===== src/rtl/spi_bus_port.sv =====
module spi_bus_port #(
  parameter int ADDR_W   = 16,
  parameter int SEL_BIT  = 9,
  parameter int HALF_DIV = 4,
  parameter int DW       = 8
) (
  input  logic              clk,
  input  logic              rst_n,
  input  logic              cs,
  input  logic              we,
  input  logic [ADDR_W-1:0] addr,
  input  logic [DW-1:0]     wdata,
  output logic [DW-1:0]     rdata,
  output logic              sclk,
  output logic              mosi,
  input  logic              miso
);
  localparam int CW = (HALF_DIV > 1) ? $clog2(HALF_DIV) : 1;
  localparam int BW = $clog2(DW);

  logic          busy, sclk_q;
  logic [CW-1:0] cnt;
  logic [BW-1:0] bitn;
  logic [DW-1:0] tx_q, sh, rx_q;
  logic [DW-2:0] rxs;
  logic          unused_addr;

  assign unused_addr = ^addr;

  wire go   = cs & addr[SEL_BIT] & ~busy;
  wire tick = (cnt == CW'(HALF_DIV - 1));
  wire last = (bitn == BW'(DW - 1));

  assign sclk  = sclk_q;
  assign mosi  = sh[DW-1];
  assign rdata = rx_q;

  always_ff @(posedge clk) begin
    if (!rst_n)            tx_q <= '1;
    else if (cs && we)     tx_q <= wdata;
  end

  always_ff @(posedge clk) begin
    if (!rst_n) begin
      busy   <= 1'b0;
      sclk_q <= 1'b0;
      cnt    <= '0;
      bitn   <= '0;
      sh     <= '0;
      rxs    <= '0;
      rx_q   <= '0;
    end else if (busy) begin
      if (tick) begin
        cnt <= '0;
        if (!sclk_q) begin
          sclk_q <= 1'b1;
          rxs    <= {rxs[DW-3:0], miso};
          if (last) rx_q <= {rxs, miso};
        end else begin
          sclk_q <= 1'b0;
          sh     <= {sh[DW-2:0], 1'b0};
          bitn   <= bitn + 1'b1;
          if (last) busy <= 1'b0;
        end
      end else begin
        cnt <= cnt + 1'b1;
      end
    end else if (go) begin
      busy   <= 1'b1;
      sclk_q <= 1'b0;
      cnt    <= '0;
      bitn   <= '0;
      sh     <= we ? wdata : tx_q;
    end
  end
endmodule



===== config.mk =====
export PLATFORM = sky130hd
export DESIGN_NAME = spi_bus_port
export DESIGN_NICKNAME = d
export VERILOG_FILES = /design/src/rtl/spi_bus_port.sv
export SDC_FILE = /design/constraint.sdc
export NUM_CORES = 1
export LEC_CHECK = 0
export ABC_AREA = 1
export BUFFER_PORTS_ARGS = -buffer_cell sky130_fd_sc_hd__buf_2
export CAP_MARGIN = 20
export CORE_UTILIZATION = 59
export CTS_BUF_LIST = sky130_fd_sc_hd__clkbuf_4
export CTS_CLUSTER_DIAMETER = 60
export DETAILED_ROUTE_END_ITERATION = 10
export GPL_ROUTABILITY_DRIVEN = 0
export MAX_ROUTING_LAYER = met4
export PLACE_DENSITY_LB_ADDON = 0.12
export SLEW_MARGIN = 40
export SYNTH_ARGS = -nofsm -noshare
export SYNTH_HDL_FRONTEND = slang
export SYNTH_SLANG_ARGS = --single-unit

===== constraint.sdc =====
create_clock -name clk -period 3.63 [get_ports clk]
set_clock_uncertainty 0.1 [all_clocks]
set_input_delay 0.363 -clock clk [delete_from_list [all_inputs] [get_ports clk]]
set_output_delay 0.363 -clock clk [all_outputs]
set_load 0.01 [all_outputs]

==> results by group, run 1 <==
Status
  • Status: completed

Global routing
  • Initial antenna violation count: 0
  • Total GRT Usage: between 20 and 25%
  • Pin count of the biggest net entering global routing: 30
  • First-pass GRT wire length: 5.62 mm
  • Vias in the first global route: 1,339
  • Congestion Overflow GR: 0

Floorplanning
  • Die height: approximately 56 microns
  • Row Count: 19
  • Core area: approximately 0.0028 sq mm
  • Die width: about 56 microns
  • Die area: 0.00313 sq mm
  • Ports: 39
  • Starting density of the core: 62.3%

CTS
  • Post-CTS Resized: 0
  • CTS root buf: clkbuf_4
  • Clk slew on worst S/H paths: 110 ps
  • Post-CTS setup buffers: 0
  • Hold-fix buffers at CTS: 0
  • CTS Sinks: 38
  • CTS tree: yes
  • Maximum clock path buffer count: 2
  • # H-tree levels: 2
  • Worst-skew pair later-pin latency: 350 ps
  • Num CTS Buffers: 5

Power
  • Part of the power in combinational logic: 12.9%
  • VDD IR max: roughly 340 uV
  • Power share of the clock group: 27.4%
  • Seq pwr share: 59.7%
  • Internal power: ~540 uW
  • Switching Power: 212 uW
  • Static Leak: 0.902 nW
  • Pwr per Cell Area: 411 mW/mm^2
  • Sw frac: 28.1%

Logic synthesis
  • Top cell type's share of synthesized area: 44.3%
  • Most frequent cells after synthesis: nand2_1 (79), dfxtp_1 (38), inv_1 (32), nor2_1 (26), o21ai_0 (22)
  • Top FF cell, synth: dfxtp_1
  • Cell with the most instances after synthesis: nand2_1
  • Mean area per synthesized cell: roughly 7 sq um
  • Netlist cell types: 19
  • Synth warn: 0
  • Post-Syn Area: 0.00172 sq mm
  • Ys async rst share: 0%
  • Yosys top cell by area: dfxtp_1
  • Syn nets: 277
  • Post-synthesis sequential area ratio: 44.3%
  • #FFs+latches synth: 38
  • Post-synth EDFFs: 0
  • Synth top area cells: dfxtp_1 (44%), nand2_1 (17%), inv_1 (7.0%)
  • Mapped Cells: 245

Routing
  • Routed via count: 1,443
  • DRC: 0
  • Final wirelength: 3.15 mm
  • Final ANT Viol Nets: 0
  • 1st-pass router iterations: 6
  • Vias per cell: a little under 5
  • Initial DRC Count: 64
  • Average wire per standard cell: 10.6 microns

Layout
  • Antenna Cells: 0
  • Final Non-Filler Cells: 296
  • Layout cells sized above 1: roughly an eighth
  • Area taken by flip-flops and latches: 761 sq um
  • Area grow syn2layout: 6.77%
  • Post-route cell area: 0.00183 sq mm
  • Nets: 296
  • Filler cells: 266
  • Multi-input gate area: between 700 and 800 sq um

STA
  • F_max: 523 MHz
  • Pins Over Slew Limit: 0
  • Tightest Pin Transition: ~650 ps
  • Final setup fails: 0
  • Fin Hold WS: 121 ps
  • Setup WS post-layout: 1720 ps
  • Setup tns final: 0 ps
  • Minimum clock period: 1910 ps
  • Hold Vio Cnt, Final: 0
  • Worst rel slew slack: between 50% and 60%
  • RSZ-0062 raised after global routing: no
  • Fin crit share: 52.6%

Critical path
  • Critical path endpoint category: flop
  • Crit path depth: 3
  • Slowest-stage cell, CP: dfxtp_1
  • Cells along the critical path: nand3_1, o21ai_0, a21oi_1
  • Critical Path AT: 2040 ps
  • Setup CP Type: reg2reg
  • Buf+Inv Stages, Crit Path: 0
  • WP data required: ~3800 ps
  • Worst r2r path cells: 3
  • Critical path fanouts, max: 16
  • CP startpoint kind: flop
  • Max incr delay on CP: roughly 750 ps
  • Top cell family by delay on the critical path: flip-flops
  • Reg2reg setup slack: 1720 ps

Place
  • Post-place setup slack: 1800 ps
  • Port-buffer cells: 23
  • DPL Wire Length: 2.10 mm
  • Post-place instance area: approximately 0.0018 sq mm
  • # placed instances: 288

Hold path
  • Hold Crit Class: in2reg
  • Worst Hold Depth: 3

Run
  • Max Cap Violations: 0
cell type report:
cell class	count	share of cell area [%]
inverter	34	7.09
clock inverter	3	0.614
timing repair buffer	23	6.28
tap	31	2.11
multi-input combinational	162	40.4
sequential	38	41.5
clock buffer	5	2.05
power by group through the flow:
stage                     clock (mW)  combinational, mW  sequential [mW]
final                          0.207             0.0974            0.450
after global placement             0             0.0961            0.459
after CTS                      0.213             0.0983            0.450
after detailed placement           0             0.0976            0.459
after floorplan                    0             0.0845            0.454
after global routing           0.226              0.115            0.452
logic make-up after synthesis:
logic type | synth area share, %
AO/OA/AOI/OAI | 13.7
adder cells (fa/ha/maj) | 2.19
flip-flops | 44.3
AND/OR/NAND/NOR | 27.2
buffers and inverters | 12.6
tightest hold or removal path, cell delays in order:
cell	delay [ps]
buf_2	90
nand2_1	50
nand3_1	50
registers in the layout, summed over array words and instances, names as in the netlist:
register  count
bitn          3
busy          1
cnt           2
rdata         8
rxs           7
sclk          1
sh            8
tx_q          8
worst paths after layout:
path	start	end
worst max register to register	busy	rxs[3]
worst min register to register	rdata[6]	rdata[6]
worst min-delay path	wdata[7]	tx_q[7]
worst max-delay path	busy	rxs[3]
layout by cell type (no fill, tap or decap):
| master | n |
|---|---|
| nand2_1 | 79 |
| dfxtp_1 | 38 |
| inv_1 | 32 |
| nor2_1 | 26 |
| buf_2 | 23 |
| o21ai_0 | 22 |
| a21oi_1 | 16 |
| o211ai_1 | 6 |
| clkbuf_4 | 5 |
| nand3_1 | 4 |
| clkinv_1 | 4 |
| ha_1 | 3 |
| nand2_4 | 2 |
| nor3_1 | 2 |
| inv_4 | 1 |
| nand3_2 | 1 |
| nor2_4 | 1 |
layer usage:
metal	GRT usage, %	routed length [microns]
met4	17.1	67
met2	36.9	1410
met3	4.88	142
met1	28.4	1530
met5	-	0
through the flow:
step,total power [mW],util (%)
final,0.754,66.5
after global routing,0.793,66.5
after CTS,0.761,66.5
after detailed placement,0.557,64.7
after global placement,0.555,64.7
after floorplan,0.539,-
Note: power is estimated with default switching activity, not from simulation.
==> inputs of run 2 (changes only) <==
- CORE_UTILIZATION: 59 -> 55
- clock period: 3.63 -> 1.8 ns (I/O delays scaled with it)
==> run 2 against run 1 <==
Against the previous run: the flow now finishes with violations (design-rule violations); critical endpoint is now sh[6]; critical path type unchanged; global-route usage down 0.63 points; highest routed layer unchanged; register-to-register slack worse by 1500 ps; maximum frequency up 20%; design area up 6.8%.
==> results by group, run 2 (synthesized netlist as in run 1, its figures left out) <==
Critical path
  • Critical path endpoint category: flop
  • Critical Path AT: 1740 ps
  • Most frequent CP cell: nand2_1
  • Max incr delay on CP: 580 ps
  • CP startpoint kind: flop
  • Cells along the critical path: buf_4, nand2_1, nand3_2, nand2_1, nand2_1, nor2_1
  • WP data required: ~2000 ps
  • Slowest-stage cell, CP: dfxtp_1
  • Setup CP Type: reg2reg
  • Critical path fanouts, max: 20

Status
  • Status: complete, but fails checks
  • Failing checks: design-rule violations

Global routing
  • Vias in the first global route: between 1,000 and 1,500
  • Congestion Overflow GR: 0
  • Total GRT Usage: about a quarter
  • First-pass GRT wire length: about 5.8 mm
  • Pin count of the biggest net entering global routing: 29
  • Initial antenna violation count: 0

CTS
  • Hold-fix buffers at CTS: 9
  • Clk slew on worst S/H paths: 100 ps
  • CTS Sinks: 38
  • Maximum clock path buffer count: 2
  • # H-tree levels: 2
  • Post-CTS Resized: 0
  • Worst-skew pair later-pin latency: roughly 340 ps
  • CTS root buf: clkbuf_4
  • Post-CTS setup buffers: 0
  • Num CTS Buffers: 5
  • CTS tree: yes

Layout
  • Filler cells: approximately 250
  • Final Non-Filler Cells: 308
  • Commonest cells after routing, fill and taps aside: nand2_1 (79), dfxtp_1 (38), inv_1 (32), nor2_1 (26), buf_2 (23)
  • Most common cell after layout, fill and taps aside: nand2_1
  • Antenna Cells: 0
  • Nets: about 310
  • Layout cells sized above 1: 14.1%
  • Area grow syn2layout: 14.0%

Routing
  • Average wire per standard cell: 10.7 microns
  • Vias per cell: 4.84
  • Routed via count: 1,491
  • Final wirelength: 3.31 mm
  • Final ANT Viol Nets: 0
  • DRC: 2
  • Initial DRC Count: 58
  • 1st-pass router iterations: 7

Place
  • Port-buffer cells: 23
  • DPL Wire Length: approximately 2.1 mm
  • # placed instances: a little under 300
  • Post-place setup slack: between 200 and 250 ps

Floorplanning
  • Row Count: 19
  • Core area: 0.00285 sq mm
  • Starting density of the core: around three fifths
  • Ports: 39
  • Die area: 0.00335 sq mm
  • Die width: a little under 60 microns
  • Die height: 57.9 microns

Power
  • Part of the power in combinational logic: ~14%
  • Switching Power: between 400 and 500 uW
  • VDD IR max: 605 uV
  • Power share of the clock group: 28.3%
  • Pwr per Cell Area: 800 mW/mm^2
  • Static Leak: 0.964 nW
  • Internal power: 1.15 mW
  • Seq pwr share: 57.6%
  • Sw frac: 26.6%

STA
  • Setup WS post-layout: 213 ps
  • Hold Vio Cnt, Final: 0
  • Setup tns final: 0 ps
  • Tightest Pin Transition: a little over 400 ps
  • Fin crit share: between 80% and 90%
  • F_max: 630 MHz
  • Minimum clock period: 1590 ps
  • Pins Over Slew Limit: 0
  • Final setup fails: 0
  • Worst rel slew slack: approximately 73%
  • RSZ-0062 raised after global routing: no

Run
  • Max Cap Violations: 0

Hold path
  • Hold Crit Class: in2reg
==> run 2: cell count changes in the layout (fill, tap and decap cells not counted), sizes merged <==
cell / before / now
buf: 23 / 27
clkbuf: 5 / 7
dlygate4sd3: 0 / 9
clkinv: 4 / 1
==> run 2: final timing paths <==
| kind | from | end | slack, ps | depth (start not counted) |
|---|---|---|---|---|
| hold reg to reg | rxs[6] | rxs[6] | 360 | 2 |
| setup reg to reg | busy | sh[6] | 210 | 6 |
| hold / removal | addr[9] | cnt[0] | 60 | 4 |
| setup / recovery | busy | sh[6] | 210 | 6 |
==> run 2: per-layer routing <==
metal / global-route usage, % / part of all wire [%]
met1: 26.7 / 46
met3: 6.70 / 4.9
met4: 10.2 / 1.9
met2: 38.8 / 47
met5: - / 0
==> run 2: area by class of cell <==
cell class	count	area, sq um	share of cell area, %
inverters	34	130	6.65
clock buffers	7	52.6	2.68
multi-input cells	162	741	37.8
repair buffers	36	235	12.0
flip-flops and latches	38	761	38.8
well taps	31	38.8	1.98
==> run 2: power groups by stage <==
stage,Clock (mW),Combinational (mW),Sequential [mW]
6_report,0.443,0.221,0.903
5_1_grt,0.490,0.258,0.908
4_1_cts,0.458,0.223,0.903
3_5_place_dp,0,0.206,0.923
3_3_place_gp,0,0.204,0.921
2_1_floorplan,0,0.170,0.916
==> run 2: stage by stage <==
step / instance area [sq um] / util (%) / hold WS (ps) / total power, mW
finish: 1960 / 68.6 / 63.0 / 1.57
CTS: 1960 / 68.6 / 50.5 / 1.58
global placement: 1820 / 63.6 / 308 / 1.13
global route: 1960 / 68.6 / 81.3 / 1.66
floorplan: 1720 / - / 193 / 1.09
detailed placement: 1820 / 63.6 / 314 / 1.13
==> run 2: critical path, delay by kind of cell, from the launching register on <==
kind	cells	cell delay, ps
and+or+nand+nor	5	610
DFF	1	580
buffers and inverters	1	200
